`src/rtl/async_rx_pkg.sv`:
```
package async_rx_pkg;
  typedef enum logic [2:0] {
    S_IDLE,
    S_START,
    S_DATA,
    S_PAR,
    S_STOP,
    S_HOLD
  } rx_state_e;

  localparam int MIN_LEN = 5;
endpackage

```
`src/rtl/rx_line_cond.sv`:
```
module rx_line_cond #(
  parameter int SYNC_STAGES = 2
) (
  input  logic clk,
  input  logic rst,
  input  logic rxd,
  input  logic loop_en,
  input  logic loop_txd,
  output logic line
);
  logic src;
  logic [SYNC_STAGES-1:0] chain;

  assign src = loop_en ? loop_txd : rxd;

  generate
    for (genvar g = 0; g < SYNC_STAGES; g++) begin : g_sync
      always_ff @(posedge clk) begin
        if (rst) chain[g] <= 1'b1;
        else if (g == 0) chain[g] <= src;
        else chain[g] <= chain[(g == 0) ? 0 : g-1];
      end
    end
  endgenerate

  assign line = chain[SYNC_STAGES-1];
endmodule

```
`src/rtl/rx_frame_fsm.sv`:
```
module rx_frame_fsm
  import async_rx_pkg::*;
#(
  parameter int OSR    = 16,
  parameter int DATA_W = 8
) (
  input  logic              clk,
  input  logic              rst,
  input  logic              tick,
  input  logic              line,
  input  logic [1:0]        cfg_len,
  input  logic              cfg_par_en,
  input  logic              cfg_par_odd,
  output logic              done,
  output logic [DATA_W-1:0] d_out,
  output logic              pe,
  output logic              fe,
  output logic              bi
);
  localparam int CW   = $clog2(OSR);
  localparam int IW   = $clog2(DATA_W);
  localparam logic [CW-1:0] HALF = CW'(OSR/2 - 1);
  localparam logic [CW-1:0] LAST = CW'(OSR - 1);

  rx_state_e         state;
  logic [CW-1:0]     cnt;
  logic [IW-1:0]     idx;
  logic [DATA_W-1:0] sh;
  logic              par_acc;
  logic              any_one;
  logic [IW-1:0]     last_idx;
  logic [IW-1:0]     sft;
  logic              all_low;

  assign last_idx = IW'(MIN_LEN - 1) + IW'(cfg_len);
  assign sft      = IW'(DATA_W - 1) - last_idx;
  assign all_low  = ~(any_one | line);

  always_ff @(posedge clk) begin
    if (rst) begin
      state   <= S_IDLE;
      cnt     <= '0;
      idx     <= '0;
      sh      <= '0;
      par_acc <= 1'b0;
      any_one <= 1'b0;
      done    <= 1'b0;
      d_out   <= '0;
      pe      <= 1'b0;
      fe      <= 1'b0;
      bi      <= 1'b0;
    end else begin
      done <= 1'b0;
      if (tick) begin
        case (state)
          S_IDLE: begin
            if (!line) begin
              state <= S_START;
              cnt   <= '0;
            end
          end
          S_START: begin
            if (cnt == HALF) begin
              cnt <= '0;
              if (line) begin
                state <= S_IDLE;
              end else begin
                state   <= S_DATA;
                idx     <= '0;
                sh      <= '0;
                par_acc <= 1'b0;
                any_one <= 1'b0;
              end
            end else begin
              cnt <= cnt + 1'b1;
            end
          end
          S_DATA: begin
            if (cnt == LAST) begin
              cnt     <= '0;
              sh      <= {line, sh[DATA_W-1:1]};
              par_acc <= par_acc ^ line;
              any_one <= any_one | line;
              if (idx == last_idx) state <= cfg_par_en ? S_PAR : S_STOP;
              else idx <= idx + 1'b1;
            end else begin
              cnt <= cnt + 1'b1;
            end
          end
          S_PAR: begin
            if (cnt == LAST) begin
              cnt     <= '0;
              par_acc <= par_acc ^ line;
              any_one <= any_one | line;
              state   <= S_STOP;
            end else begin
              cnt <= cnt + 1'b1;
            end
          end
          S_STOP: begin
            if (cnt == LAST) begin
              cnt   <= '0;
              done  <= 1'b1;
              d_out <= sh >> sft;
              pe    <= cfg_par_en & (par_acc ^ cfg_par_odd);
              fe    <= ~line;
              bi    <= all_low;
              state <= all_low ? S_HOLD : S_IDLE;
            end else begin
              cnt <= cnt + 1'b1;
            end
          end
          S_HOLD: begin
            if (line) state <= S_IDLE;
          end
          default: state <= S_IDLE;
        endcase
      end
    end
  end

  // a start that is high again at the confirmation tick goes back to idle
  p_false_start_r3: assert property (@(posedge clk) disable iff (rst)
    (state == S_START && tick && cnt == HALF && line) |=> state == S_IDLE);

  // after a break, a low line keeps the receiver parked
  p_break_park_r7: assert property (@(posedge clk) disable iff (rst)
    (state == S_HOLD && !line) |=> state == S_HOLD);

  // without a tick the bit timing counter does not move
  p_tick_gate_r4: assert property (@(posedge clk) disable iff (rst)
    !tick |=> $stable(cnt));
endmodule

```
`src/rtl/async_rx.sv`:
```
module async_rx
  import async_rx_pkg::*;
#(
  parameter int OSR         = 16,
  parameter int DATA_W      = 8,
  parameter int SYNC_STAGES = 2
) (
  input  logic              clk,
  input  logic              rst,
  input  logic              tick16,
  input  logic              rxd,
  input  logic              loop_en,
  input  logic              loop_txd,
  input  logic [1:0]        cfg_len,
  input  logic              cfg_par_en,
  input  logic              cfg_par_odd,
  output logic              rx_valid,
  output logic [DATA_W-1:0] rx_data,
  output logic              rx_par_err,
  output logic              rx_frm_err,
  output logic              rx_brk
);
  logic line;

  rx_line_cond #(.SYNC_STAGES(SYNC_STAGES)) u_line (
    .clk      (clk),
    .rst      (rst),
    .rxd      (rxd),
    .loop_en  (loop_en),
    .loop_txd (loop_txd),
    .line     (line)
  );

  rx_frame_fsm #(.OSR(OSR), .DATA_W(DATA_W)) u_fsm (
    .clk         (clk),
    .rst         (rst),
    .tick        (tick16),
    .line        (line),
    .cfg_len     (cfg_len),
    .cfg_par_en  (cfg_par_en),
    .cfg_par_odd (cfg_par_odd),
    .done        (rx_valid),
    .d_out       (rx_data),
    .pe          (rx_par_err),
    .fe          (rx_frm_err),
    .bi          (rx_brk)
  );

  // strobe lasts a single clock
  p_valid_single_r8: assert property (@(posedge clk) disable iff (rst)
    rx_valid |=> !rx_valid);

  // character and flags hold between strobes
  p_hold_outputs_r8: assert property (@(posedge clk) disable iff (rst)
    !rx_valid |-> ($stable(rx_data) && $stable(rx_brk) && $stable(rx_frm_err)));

  // a break also reports a framing error and an all-zero character
  p_break_frame_r7: assert property (@(posedge clk) disable iff (rst)
    (rx_valid && rx_brk) |-> (rx_frm_err && rx_data == '0));

  // a 5-bit character leaves the upper bits clear
  p_upper_zero_r2: assert property (@(posedge clk) disable iff (rst)
    (rx_valid && cfg_len == 2'd0) |-> rx_data[DATA_W-1:MIN_LEN] == '0);

  // no parity error without parity
  p_parity_off_r5: assert property (@(posedge clk) disable iff (rst)
    (rx_valid && !cfg_par_en) |-> !rx_par_err);
endmodule

```
`config.mk`:
```
export PLATFORM = sky130hd
export DESIGN_NAME = async_rx
export DESIGN_NICKNAME = d
export VERILOG_FILES = /design/src/rtl/async_rx_pkg.sv /design/src/rtl/rx_line_cond.sv /design/src/rtl/rx_frame_fsm.sv /design/src/rtl/async_rx.sv
export SDC_FILE = /design/constraint.sdc
export NUM_CORES = 1
export LEC_CHECK = 0
export BUFFER_PORTS_ARGS = -buffer_cell sky130_fd_sc_hd__buf_2
export CORE_UTILIZATION = 27
export DETAILED_ROUTE_END_ITERATION = 16
export PLACE_DENSITY = 0.46
export REMOVE_ABC_BUFFERS = 1
export SETUP_SLACK_MARGIN = 0.2
export SKIP_LAST_GASP = 1
export SYNTH_ARGS = -nofsm -noshare
export SYNTH_HDL_FRONTEND = slang
export SYNTH_SLANG_ARGS = --single-unit
```
`constraint.sdc`:
```
create_clock -name clk -period 5 [get_ports clk]
set_input_delay 0 -clock clk [delete_from_list [all_inputs] [get_ports clk]]
set_output_delay 0 -clock clk [all_outputs]
set_load 0.005 [all_outputs]
```
* Word level (Yosys, flattened, before mapping)
Cells that the tools add are included.
** Cells by class
- $add $sub $neg :: 4
- Equal/unequal tests :: 18
- Shifts and indexed selects :: 1
- Multiplexer cells :: 32
- Bitwise operators :: 8
- Reduce and logical (&&, ||, !) cells :: 13
** Operators by type and width (count)
- $mux W3 :: 13
- $mux W8 :: 3
- $pmux W3 S6 :: 1
- $pmux W8 S2 :: 1
- $mux W4 :: 3
- $ne A2 B1 Y1 const B :: 6
- $pmux W4 S3 :: 1
- $reduce_and A5 Y1 :: 2
- $ne A2 B2 Y1 const B :: 4
- $reduce_and A8 Y1 :: 1
- $shr A8 B3 Y8 :: 1
- $eq A3 B2 Y1 const B :: 2
- $eq A3 B3 Y1 const B :: 2
- $mux W1 :: 6
- $pmux W3 S2 :: 1
- $reduce_and A3 Y1 :: 2
- $reduce_and A6 Y1 :: 1
- $reduce_or A3 Y1 :: 2
- $add A4 B1 Y4 const B :: 1
- $eq A4 B3 Y1 const B :: 1
- $eq A4 B4 Y1 const B :: 1
- $not A1 Y1 :: 4
- $pmux W1 S2 :: 2
- $reduce_bool A2 Y1 :: 2
- other kinds (12) :: 13
** Word-level totals
- Bits in registers :: 34
- Bits of input ports :: 10
- Word-level logic and storage cells :: 89

* Logic depth before layout (Yosys ltp)
Gate-level depths: netlist (run 1).
- Depth after elaboration :: 5
- Mapped depth :: 7
- Gate-level depth less buffers :: 6

* Modules after synthesis
A second synthesis (run 1) with hierarchy kept.
** Unflattened totals
- Cells, all modules :: 205
- Area total of the unflattened synthesis :: 1714.1 um^2
** By module, submodules not included
- rx_frame_fsm :: instances 1, cells an instance 200, area an instance 1652.8 um^2, seq. area each 640.6 um^2
- rx_line_cond :: instances 1, cells an instance 5, area an instance 61.3 um^2, seq. area each 40.0 um^2

* Worst setup path after synthesis (run 1)
OpenSTA, ideal clock, no wires.
- Path type :: reg2reg
- Start point :: register u_fsm.cnt[1]
- End point :: register u_fsm.state[1]
- Arrival time :: 1.585 ns
- Required time :: 4.879 ns
- Slack :: 3.293 ns
- Cell stages (with the launch flop) :: 7
- Buffers on the path :: 0
- Period minus slack after synthesis :: 1.707 ns
- Cells stage by stage :: dfxtp_1 ha_1 nand3_1 o21a_1 nor4b_4 nand2_2 mux2_4
** On the way
- Cells in the longest elaborated chain, start to end :: 3
** Ends and longest elaborated chain
- from (decl) :: RTL line rx_frame_fsm.sv:26 : logic [CW-1:0] cnt;
- from (signal assigned) :: RTL line rx_frame_fsm.sv:75 : cnt <= cnt + 1'b1;
- from (signal assigned) :: RTL line rx_frame_fsm.sv:87 : cnt <= cnt + 1'b1;
- from (signal assigned) :: RTL line rx_frame_fsm.sv:97 : cnt <= cnt + 1'b1;
- $eq A4 B4 Y1 or $eq A4 B3 Y1 (tied branches)
- $ne A2 B1 Y1 (no source line)
- $reduce_and A8 Y1 (no source line) *
- to (signal assigned) :: RTL line rx_frame_fsm.sv:84 : if (idx == last_idx) state <= cfg_par_en ? S_PAR : S_STOP;
- to (signal assigned) :: RTL line rx_frame_fsm.sv:108 : state <= all_low ? S_HOLD : S_IDLE;
- to (decl) :: RTL line rx_frame_fsm.sv:25 : rx_state_e state;
Mark *: on every way between the ends. The rest lies on a longest branch, timed or not.
A chain may end at the register's enable or synchronous reset.

* Worst setup path in the final report (run 1)
- Start point :: register u_fsm.state[1]
- End point :: register u_fsm.idx[2]
** On the way
- Cells in the longest elaborated chain, start to end :: 3
** Ends and longest elaborated chain
- $eq A3 B2 Y1 or $eq A3 B1 Y1 (tied branches) :: RTL line rx_frame_fsm.sv:55 : case (state)
- $ne A2 B2 Y1 (no source line), or another cell as far along
- $reduce_and A6 Y1 (no source line)
- to (signal assigned) :: RTL line rx_frame_fsm.sv:85 : else idx <= idx + 1'b1;
- to (decl) :: RTL line rx_frame_fsm.sv:27 : logic [IW-1:0] idx;
Several ways; a longest one is shown, not always the timed one.

==> impl_metrics.json, run 1 <==
{
  "outcome": "complete, no violations",
  "drive_above_1_share_pct": 20.7,
  "routed_via_density": 4.86,
  "stdcell_count": 333,
  "p_switching_mw": 0.197,
  "die_area_um2": 7550,
  "power_frac_clock_pct": 34.8,
  "routedWlPerCell_um": 13.0,
  "setup.worst_path.class": "reg2reg",
  "hold_path_class": "in2reg",
  "cts_tree": "yes",
  "maxCapViolCount": 0,
  "grt_pass1_wl_um": 7480,
  "clock_skew_ns": 0.00518,
  "placedCellCount": 323,
  "dp_hpwl_um": 2810,
  "synth.distinct_cells": 60,
  "cp_max_fo": 18,
  "worst_ep_arrival_time_ns": 2.30,
  "synth-edff-count": 0,
  "grt_util_met1_pct": 17.0,
  "core.rowCount": 30,
  "power.total_mw": 0.638,
  "core_um2": 6870,
  "postCtsSetupBuffers": 0,
  "first_global_vias": 1566,
  "die_w_um": 86.9,
  "yosys.area_share.simple_pct": 26.5,
  "maxSlewHeadroom_pct": 51.1,
  "numPortBuffers": 21,
  "ir_drop_mv": 0.0844,
  "holdPathEnd": "u_fsm.d_out[7]",
  "ys_seq_area_share_pct": 35.0,
  "reg2reg_setup_slack_ns": 2.91,
  "syn_avg_cell_area_um2": 8.77,
  "p_leak_nw": 0.756,
  "drcViolationCount": 0,
  "use_met2_pct": 20.5,
  "detailedPlace.worstSlack_ns": 2.94,
  "antenna_cells": 0,
  "ys_ff_latch": 34,
  "start_util_pct": 28.3,
  "comb_power_share_pct": 17.4,
  "insertion_delay_ns": 0.29,
  "setup_violations": 0,
  "internal-power_mw": 0.440,
  "synth-compound-area-share_pct": 20.8,
  "fmax_mhz": 478,
  "whs_path_depth": 3,
  "drt_iter0_markers": 65,
  "synthCells": 222,
  "gp_congestion": 0.716,
  "synth_top_family_by_area": "simple AND/OR/NAND/NOR gates",
  "synth_xor_area_share_pct": 1.80,
  "p_sw_share_pct": 30.9,
  "maxSlewViolCount": 0,
  "hp-start": "cfg_len[0]",
  "muxShareOfSynthArea_pct": 8.55,
  "tightestPinTransition_ns": 0.734,
  "clkSlewWorstSetupHoldPaths_ns": 0.08,
  "numCtsBuffers": 5,
  "powerDensity_nw_per_um2": 292,
  "antenna_violating_nets_post_route": 0,
  "cts.sinks": 34,
  "firstDrtPassIters": 4,
  "seq_area_um2": 681,
  "whs_ns": 0.125,
  "met3_usage_pct": 2.27,
  "worst_setup_path_start_kind": "flop",
  "nets": 248,
  "syn_area_um2": 1950,
  "final-hold-violation-count": 0,
  "grt_antenna_before_repair": 0,
  "io_pins": 22,
  "clock_path_buffers": 2,
  "wirelength_um": 4320,
  "r2r_end": "u_fsm.idx[2]",
  "multi_input_area_um2": 1150,
  "worstPathRequired_ns": 5.20,
  "grtUsageTotal_pct": 12.8,
  "syn_to_final_growth_pct": 12.0,
  "overflow": 0,
  "rsz0062_at_grt": "false",
  "setup_tns_ns": 0,
  "htree_levels": 2,
  "vias": 1617,
  "root_buffer": "clkbuf_8",
  "finalWorstSetupSlack_ns": 2.91,
  "synth_fa_ha_area_share_pct": 1.29,
  "r2r_start": "u_fsm.state[1]",
  "grt_max_degree": 37,
  "period_share_pct": 41.8,
  "dieHeight_um": 86.9,
  "top_usage_layer": "met2",
  "yosysWarnings": 0,
  "fillers": 732,
  "fin_crit_ns": 2.09,
  "synth_ff_type": "dfxtp_1",
  "async_flop_share_pct": 0,
  "pwr-share-seq_pct": 47.8,
  "end_kind": "flop",
  "r2r_cells": 5
}
==> worst max-delay path: stages, from the launching register on <==
cell      delay (ns)
dfxtp_1         0.73
and2b_4         0.31
a22oi_2         0.23
o2111a_2        0.38
a31oi_1         0.12
a211oi_1        0.24
==> power groups by stage <==
stage	Clock, mW	Sequential, mW	Combinational, mW
after global routing	0.243	0.309	0.125
after CTS	0.230	0.304	0.112
after floorplan	0	0.303	0.0843
after global placement	0	0.311	0.109
final	0.222	0.305	0.111
after detailed placement	0	0.311	0.110
==> cell families (layout without fill, tap and decap cells) <==
group,Yosys count,count (layout)
multiplexers,11,11
flip-flops,34,34
adder cells (fa/ha/maj),2,2
buffers and inverters,19,34
XOR/XNOR,4,4
AO/OA/AOI/OAI,58,58
AND/OR/NAND/NOR,94,94
==> metal layers <==
metal  vias to the layer above  part of all wire [%]
met5                         -                     0
met4                         0                   1.6
met3                         5                   2.5
met2                        22                    44
met1                       757                    52
li1                        833                     -
==> cell usage after synthesis (4+ instances only) <==
library cell	n	area share, %
o21ai_0	5	1.3
a31oi_1	4	1.3
clkbuf_1	7	1.3
mux2i_1	5	2.6
nand2_1	25	4.8
mux4_2	4	4.6
nand3b_1	4	1.5
nand2b_1	7	2.2
nor2_1	15	2.9
nand3_1	17	4.4
dfxtp_1	34	35
a21oi_1	26	6.7
==> timing repair <==
item / CTS / global route
hold endpoints to repair: 1 / 0
resized for setup: 0 / 0
hold buffers: 2 / 0
==> state kept, by name (all words and copies together), names as in the netlist <==
name / cells
u_fsm.any_one: 1
u_fsm.cnt: 4
u_fsm.d_out: 8
u_fsm.par_acc: 1
u_line.chain: 1
u_fsm.sh: 8
u_fsm.state: 3
u_fsm.bi: 1
u_fsm.idx: 3
u_line.line: 1
u_fsm.done: 1
u_fsm.fe: 1
u_fsm.pe: 1
==> stage by stage <==
stage | utilization (%) | cell area [µm²]
final | 31.7 | 2180
after global routing | 31.7 | 2180
after CTS | 31.7 | 2180
after detailed placement | 30.1 | 2070
after global placement | 30.1 | 2070
after floorplan | - | 1840
==> cell type report <==
class	instances	area share (%)
Timing Repair Buffer	23	5.74
Clock buffer	6	3.79
Clock inverter	2	0.574
Inverter	3	0.516
Sequential cell	34	31.2
Tap cell	96	5.51
Multi-Input combinational cell	169	52.7
==> worst max-delay path by stage <==
stage                              start              to  slack (ns)  cells past startpoint
after floorplan           u_fsm.state[1]  u_fsm.state[1]        3.19                      5
after global placement    u_fsm.state[1]  u_fsm.state[1]        2.94                      5
after detailed placement  u_fsm.state[1]    u_fsm.idx[2]        2.94                      5
after CTS                 u_fsm.state[1]    u_fsm.idx[2]        2.91                      5
after global routing      u_fsm.state[2]        u_fsm.pe        2.67                      5
final                     u_fsm.state[1]    u_fsm.idx[2]        2.91                      5
==> cell usage in the layout, fill, tap and decap left out, types with 2 or more instances in the layout <==
master	instances
mux4_2	4
a211oi_1	3
nor2b_1	2
and3_1	2
nand3_1	17
nand2b_1	7
clkbuf_8	6
nand4_1	3
dfxtp_1	34
xnor2_1	3
buf_2	21
o211ai_1	2
or3b_1	2
nand3b_1	4
a21oi_1	26
a31oi_1	4
inv_1	3
nand2_1	25
ha_1	2
mux2i_1	5
dlygate4sd3_1	2
o21ai_0	5
nor3_1	3
nor2_1	15
o21ai_1	3
Power figures use the tool's default switching activity.
==> inputs of run 2 (changes only) <==
--- a/config.mk
+++ b/config.mk
@@ -5,10 +5,11 @@
 export SDC_FILE = /design/constraint.sdc
 export NUM_CORES = 1
 export LEC_CHECK = 0
+export ABC_AREA = 1
 export BUFFER_PORTS_ARGS = -buffer_cell sky130_fd_sc_hd__buf_2
 export CORE_UTILIZATION = 27
 export DETAILED_ROUTE_END_ITERATION = 16
-export PLACE_DENSITY = 0.46
+export PLACE_DENSITY = 0.47
 export REMOVE_ABC_BUFFERS = 1
 export SETUP_SLACK_MARGIN = 0.2
 export SKIP_LAST_GASP = 1
==> constraint.sdc (replaced) <==
create_clock -name clk -period 1.8 [get_ports clk]
set_input_delay 0 -clock clk [delete_from_list [all_inputs] [get_ports clk]]
set_output_delay 0 -clock clk [all_outputs]
set_load 0.005 [all_outputs]
==> run 2 against run 1 <==
  * Clock skew is 0.0036 ns higher
  * Via count increased by 11%
  * Critical path depth grew 5
  * Critical endpoint is now u_fsm.sh[4]
  * Largest power group is now combinational logic
==> impl_metrics.json, run 2 <==
{
  "grt_pass1_wl_um": 8080,
  "p_switching_mw": 0.998,
  "fillers": 772,
  "dieHeight_um": 87.2,
  "dp_hpwl_um": 3390,
  "syn_avg_cell_area_um2": 7.13,
  "antenna_violating_nets_post_route": 0,
  "synth.distinct_cells": 35,
  "hold_path_class": "in2reg",
  "nets": 321,
  "drt_iter0_markers": 126,
  "powerDensity_nw_per_um2": 1100,
  "grt_antenna_before_repair": 0,
  "maxSlewHeadroom_pct": 69.6,
  "p_leak_nw": 1.02,
  "finalWorstSetupSlack_ns": 0.279,
  "synth_common_cells": "nand2_1, nor2_1, dfxtp_1",
  "start_util_pct": 28.4,
  "place_area_um2": 2160,
  "clock_skew_ns": 0.00880,
  "internal-power_mw": 1.71,
  "vias": 1799,
  "firstDrtPassIters": 4,
  "reg2reg_setup_slack_ns": 0.28,
  "grt_max_degree": 22,
  "post-route-util_pct": 35.7,
  "ys_seq_area_share_pct": 34.7,
  "drive_above_1_share_pct": 31.6,
  "cts_tree": "yes",
  "synth-edff-count": 0,
  "syn_area_um2": 1960,
  "grtUsageTotal_pct": 13.7,
  "mostFrequentLayoutCell": "nand2_1",
  "setup.worst_path.class": "reg2reg",
  "wirelength_um": 4710,
  "io_pins": 22,
  "worst_setup_path_start_kind": "flop",
  "mostFrequentLayoutCells": "nand2_1, nor2_1, dfxtp_1",
  "synth_top_cell_area_share_pct": 34.7,
  "antenna_cells": 0,
  "syn_to_final_growth_pct": 25.9,
  "period_share_pct": 84.5,
  "ir_drop_mv": 0.365,
  "placedCellCount": 387,
  "worstPathRequired_ns": 2.02,
  "power_frac_clock_pct": 31.5,
  "maxSlewViolCount": 0,
  "fin_area_um2": 2470,
  "reg_top3": "u_fsm.d_out: 8 flops, u_fsm.sh: 8 flops, u_fsm.cnt: 4 flops",
  "synthTopCellsByArea": "dfxtp_1, nand2_1, nor2_1",
  "power.total_mw": 2.70,
  "routedWlPerCell_um": 11.6,
  "final-hold-violation-count": 0,
  "first_global_vias": 1633,
  "core.rowCount": 30,
  "r2r_end": "u_fsm.sh[4]",
  "setup_violations": 0,
  "htree_levels": 2,
  "tightestPinTransition_ns": 0.456,
  "r2r_start": "u_fsm.cnt[1]",
  "async_flop_share_pct": 0,
  "clock_path_buffers": 2,
  "comb_power_share_pct": 36.8,
  "synthCells": 275,
  "whs_ns": 0.0267,
  "gp_congestion": 0.801,
  "p_sw_share_pct": 36.9,
  "r2r_cells": 10,
  "clkSlewWorstSetupHoldPaths_ns": 0.08,
  "die_w_um": 87.2,
  "die_area_um2": 7600,
  "core_um2": 6910,
  "cp_max_fo": 7,
  "numPortBuffers": 21,
  "stdcell_count": 406,
  "ys_ff_latch": 34,
  "cts.sinks": 34,
  "setup_tns_ns": 0,
  "yosysWarnings": 0,
  "worst_ep_arrival_time_ns": 1.74,
  "critPathLaunch": "u_fsm.cnt[1]",
  "synth.largest_area_cell": "dfxtp_1",
  "yosysMostFrequentCell": "nand2_1",
  "end_kind": "flop",
  "fmax_mhz": 657,
  "detailedPlace.worstSlack_ns": 0.158,
  "fin_crit_ns": 1.52,
  "rsz0062_at_grt": "true",
  "endpoint": "u_fsm.sh[4]",
  "routed_via_density": 4.43,
  "root_buffer": "clkbuf_8",
  "insertion_delay_ns": 0.29,
  "overflow": 0,
  "drcViolationCount": 0,
  "maxCapViolCount": 0,
  "pwr-share-seq_pct": 31.7,
  "outcome": "complete, no violations",
  "synth_ff_type": "dfxtp_1",
  "numCtsBuffers": 5
}
==> run 2: cell types whose count changed in the layout (fill, tap and decap cells not counted), moves of 6 or more <==
cell and change:
nand3_1 -9, nand3_2 +10, a21oi_2 +10, nand2b_1 -7, nor2_1 +24, o21ai_1 +6, nand2_1 +28, inv_1 +16
buf_4 +11, inv_2 +8, o21ai_0 +15, a21oi_1 -8
==> run 2: layout make-up <==
class	instances	area [µm²]	share of cell area [%]
clock inverter	3	68.8	2.79
inverter	29	114	4.61
timing repair buffer	37	250	10.1
multi-input combinational	202	1150	46.8
clock buffer	5	68.8	2.79
sequential	34	692	28.0
tap	96	120	4.87
==> run 2: logic make-up (layout without fill, tap and decap cells) <==
| kind of cell | count (synthesis) | count (layout) | synth area share, % |
|---|---|---|---|
| AO/OA/AOI/OAI | 59 | 59 | 17.2 |
| XOR/XNOR | 3 | 3 | 1.34 |
| adder cells (fa/ha/maj) | 2 | 2 | 1.28 |
| buffers and inverters | 39 | 74 | 9.39 |
| flip-flops | 34 | 34 | 34.7 |
| multiplexers | 2 | 2 | 1.02 |
| AND/OR/NAND/NOR | 136 | 136 | 35.1 |
==> run 2: repair_timing <==
item,CTS,global route
endpoints found under the setup margin,17,27
hold endpoints to repair,1,0
hold buffers,2,0
setup buffers,3,6
resized for setup,3,17
pin swaps,3,6
==> run 2: worst min-delay path by stage <==
stage / start / end / slack (ns) / depth (start not counted)
5_1_grt: cfg_len[1] / u_fsm.d_out[7] / 0.04 / 3
3_5_place_dp: loop_en / u_line.chain[0] / 0.22 / 2
3_3_place_gp: loop_en / u_line.chain[0] / 0.20 / 2
2_1_floorplan: rst / u_fsm.idx[1] / 0.06 / 1
4_1_cts: cfg_par_odd / u_fsm.pe / 0.02 / 4
6_report: cfg_par_odd / u_fsm.pe / 0.03 / 4
==> run 2: worst max-delay path: stages (launching register included) <==
cell	delay (ns)
dfxtp_4	0.37
ha_4	0.13
nand2_2	0.05
inv_2	0.09
nand2_4	0.09
nand2_4	0.11
nand2_8	0.06
nor2_4	0.21
buf_12	0.16
nand3_4	0.06
a21oi_2	0.13
==> run 2: layer usage <==
| metal | vias to the layer above | GRT usage (%) | share of wire [%] |
|---|---|---|---|
| li1 | 962 | - | - |
| met1 | 795 | 19.3 | 53 |
| met2 | 36 | 20.8 | 42 |
| met3 | 6 | 2.56 | 4.0 |
| met4 | 0 | 4.92 | 1.5 |
| met5 | - | 0 | 0 |
==> run 2: power groups by stage <==
stage / registers, mW / logic [mW] / clock network, mW
after global placement: 0.867 / 0.847 / 0
after global routing: 0.865 / 1.11 / 0.917
after floorplan: 0.851 / 0.625 / 0
after CTS: 0.851 / 0.867 / 0.885
final: 0.858 / 0.994 / 0.852
after detailed placement: 0.864 / 0.842 / 0
==> inputs of run 3 (changes only) <==
==> constraint.sdc (replaced) <==
create_clock -name clk -period 1.3 [get_ports clk]
set_input_delay 0 -clock clk [delete_from_list [all_inputs] [get_ports clk]]
set_output_delay 0 -clock clk [all_outputs]
set_load 0.005 [all_outputs]
==> run 3 against run 2 <==
  * The flow now finishes with violations (negative setup slack)
  * Count of clock-buffer cells in the layout is the same
  * Cell area is 18% higher
  * Sequential cell count stayed put
  * Clock power is 43% higher
==> impl_metrics.json, run 3 (synthesis results as in run 2) <==
{
  "outcome": "finished with violations",
  "violations": "negative setup slack",
  "critPathLaunch": "u_fsm.cnt[1]",
  "powerDensity_nw_per_um2": 1530,
  "final-hold-violation-count": 0,
  "top_usage_layer": "met2",
  "maxSlewHeadroom_pct": 68.7,
  "post-route-util_pct": 42.1,
  "rsz0062_at_grt": "true",
  "drive_above_1_share_pct": 44.8,
  "first_global_vias": 1897,
  "worst_ep_arrival_time_ns": 1.65,
  "use_met2_pct": 24.6,
  "endpoint": "u_fsm.d_out[2]",
  "seq_area_um2": 694,
  "clkSlewWorstSetupHoldPaths_ns": 0.08,
  "placedCellCount": 427,
  "tightestPinTransition_ns": 0.469,
  "maxCapViolCount": 0,
  "multi_input_area_um2": 1290,
  "numPortBuffers": 21,
  "place_area_um2": 2460,
  "routedWlPerCell_um": 11.4,
  "r2r_cells": 9,
  "grt_pass1_wl_um": 8750,
  "end_kind": "flop",
  "overflow": 0,
  "stdcell_count": 442,
  "met3_usage_pct": 2.56,
  "core_um2": 6910,
  "grt_max_degree": 16,
  "fillers": 725,
  "vias": 1950,
  "die_w_um": 87.2,
  "setup.worst_path.class": "reg2reg",
  "max_stage_delay_ns": 0.36,
  "mostFrequentLayoutCell": "nand2_1",
  "fmax_mhz": 685,
  "gp_congestion": 0.772,
  "wirelength_um": 5050,
  "period_share_pct": 112,
  "worst_setup_path_start_kind": "flop",
  "grtUsageTotal_pct": 14.8,
  "p_leak_nw": 1.24,
  "drt_iter0_markers": 50,
  "insertion_delay_ns": 0.29,
  "start_util_pct": 28.4,
  "finalWorstSetupSlack_ns": -0.160,
  "syn_to_final_growth_pct": 48.4,
  "fin_crit_ns": 1.46,
  "r2r_end": "u_fsm.d_out[2]",
  "clock_skew_ns": 0.00683,
  "setup_violations": 26,
  "root_buffer": "clkbuf_8",
  "ir_drop_mv": 0.496,
  "cpMostUsedCell": "nand2_4",
  "reg_top3": "u_fsm.d_out: 8 flops, u_fsm.sh: 8 flops, u_fsm.cnt: 4 flops",
  "htree_levels": 2,
  "critPathSlowestCell": "dfxtp_2",
  "r2r_start": "u_fsm.cnt[1]",
  "cts_tree": "yes",
  "antenna_cells": 0,
  "reg2reg_setup_slack_ns": -0.16,
  "drcViolationCount": 0,
  "antenna_violating_nets_post_route": 0,
  "power.total_mw": 4.45,
  "cts.sinks": 34,
  "maxSlewViolCount": 0,
  "nets": 357,
  "cp_max_fo": 8,
  "fin_area_um2": 2910,
  "routed_via_density": 4.41,
  "io_pins": 22,
  "hold_path_class": "in2reg",
  "mostFrequentLayoutCells": "nand2_1, buf_4, nor2_1",
  "die_area_um2": 7600,
  "worstPathCellList": "ha_4 > nand2_4 > inv_4 > nand2_4 > buf_12 > nor3_4 > inv_2 > nor3_2 > nor2_1",
  "worstPathRequired_ns": 1.49,
  "dp_hpwl_um": 3740,
  "clock_path_buffers": 2,
  "whs_ns": 0.00228,
  "firstDrtPassIters": 4,
  "grt_util_met1_pct": 19.5,
  "core.rowCount": 30,
  "numCtsBuffers": 5,
  "dieHeight_um": 87.2,
  "grt_antenna_before_repair": 0
}
==> run 3: critical path, delay by kind of cell (launching register included) <==
kind | cells | cell delay [ns]
fa+ha+maj | 1 | 0.15
buf+inv | 3 | 0.34
flops | 1 | 0.36
simple gates | 5 | 0.51
==> run 3: worst min path at each step <==
stage                  from              end  cells after the start  slack (ns)
finish                  rst    u_fsm.any_one                      2       0.002
global route            rst    u_fsm.any_one                      2        0.02
detailed placement  loop_en  u_line.chain[0]                      2        0.21
global placement    loop_en  u_line.chain[0]                      2        0.21
floorplan               rst     u_fsm.idx[1]                      1        0.06
CTS                     rst    u_fsm.par_acc                      2        0.01
==> run 3: metrics by stage <==
step | setup slack (ns) | setup TNS, ns
after global placement | -0.194 | -5.05
after detailed placement | -0.241 | -5.54
after floorplan | -0.346 | -5.46
after global routing | -0.272 | -6.17
after CTS | -0.218 | -3.75
final | -0.160 | -2.91
==> run 3: what timing repair did <==
item                                   CTS  global route
hold buffers                             3             0
gates cloned                             1             0
endpoints found under the hold margin    1             0
gates resized for setup                 54            19
setup endpoints to repair               32            32
pin swaps                               10             5
buffers inserted                         0             3
==> run 3: area by class of cell <==
type | count | share of cell area (%)
inverters | 29 | 4.35
flip-flops and latches | 34 | 23.9
clock inverters | 3 | 2.37
repair buffers | 73 | 18.6
clock buffers | 5 | 2.37
well taps | 96 | 4.13
multi-input cells | 202 | 44.3
==> run 3: metal layers <==
metal,share of wire (%),up-vias
li1,-,1040
met1,48,877
met2,49,26
met3,2.2,7
met4,1.4,0
met5,0,-
==> run 3: power by group <==
part	switching [mW]	internal, mW
registers	0.109	1.11
logic	1.13	0.888
clock network	0.448	0.769
total	1.68	2.77
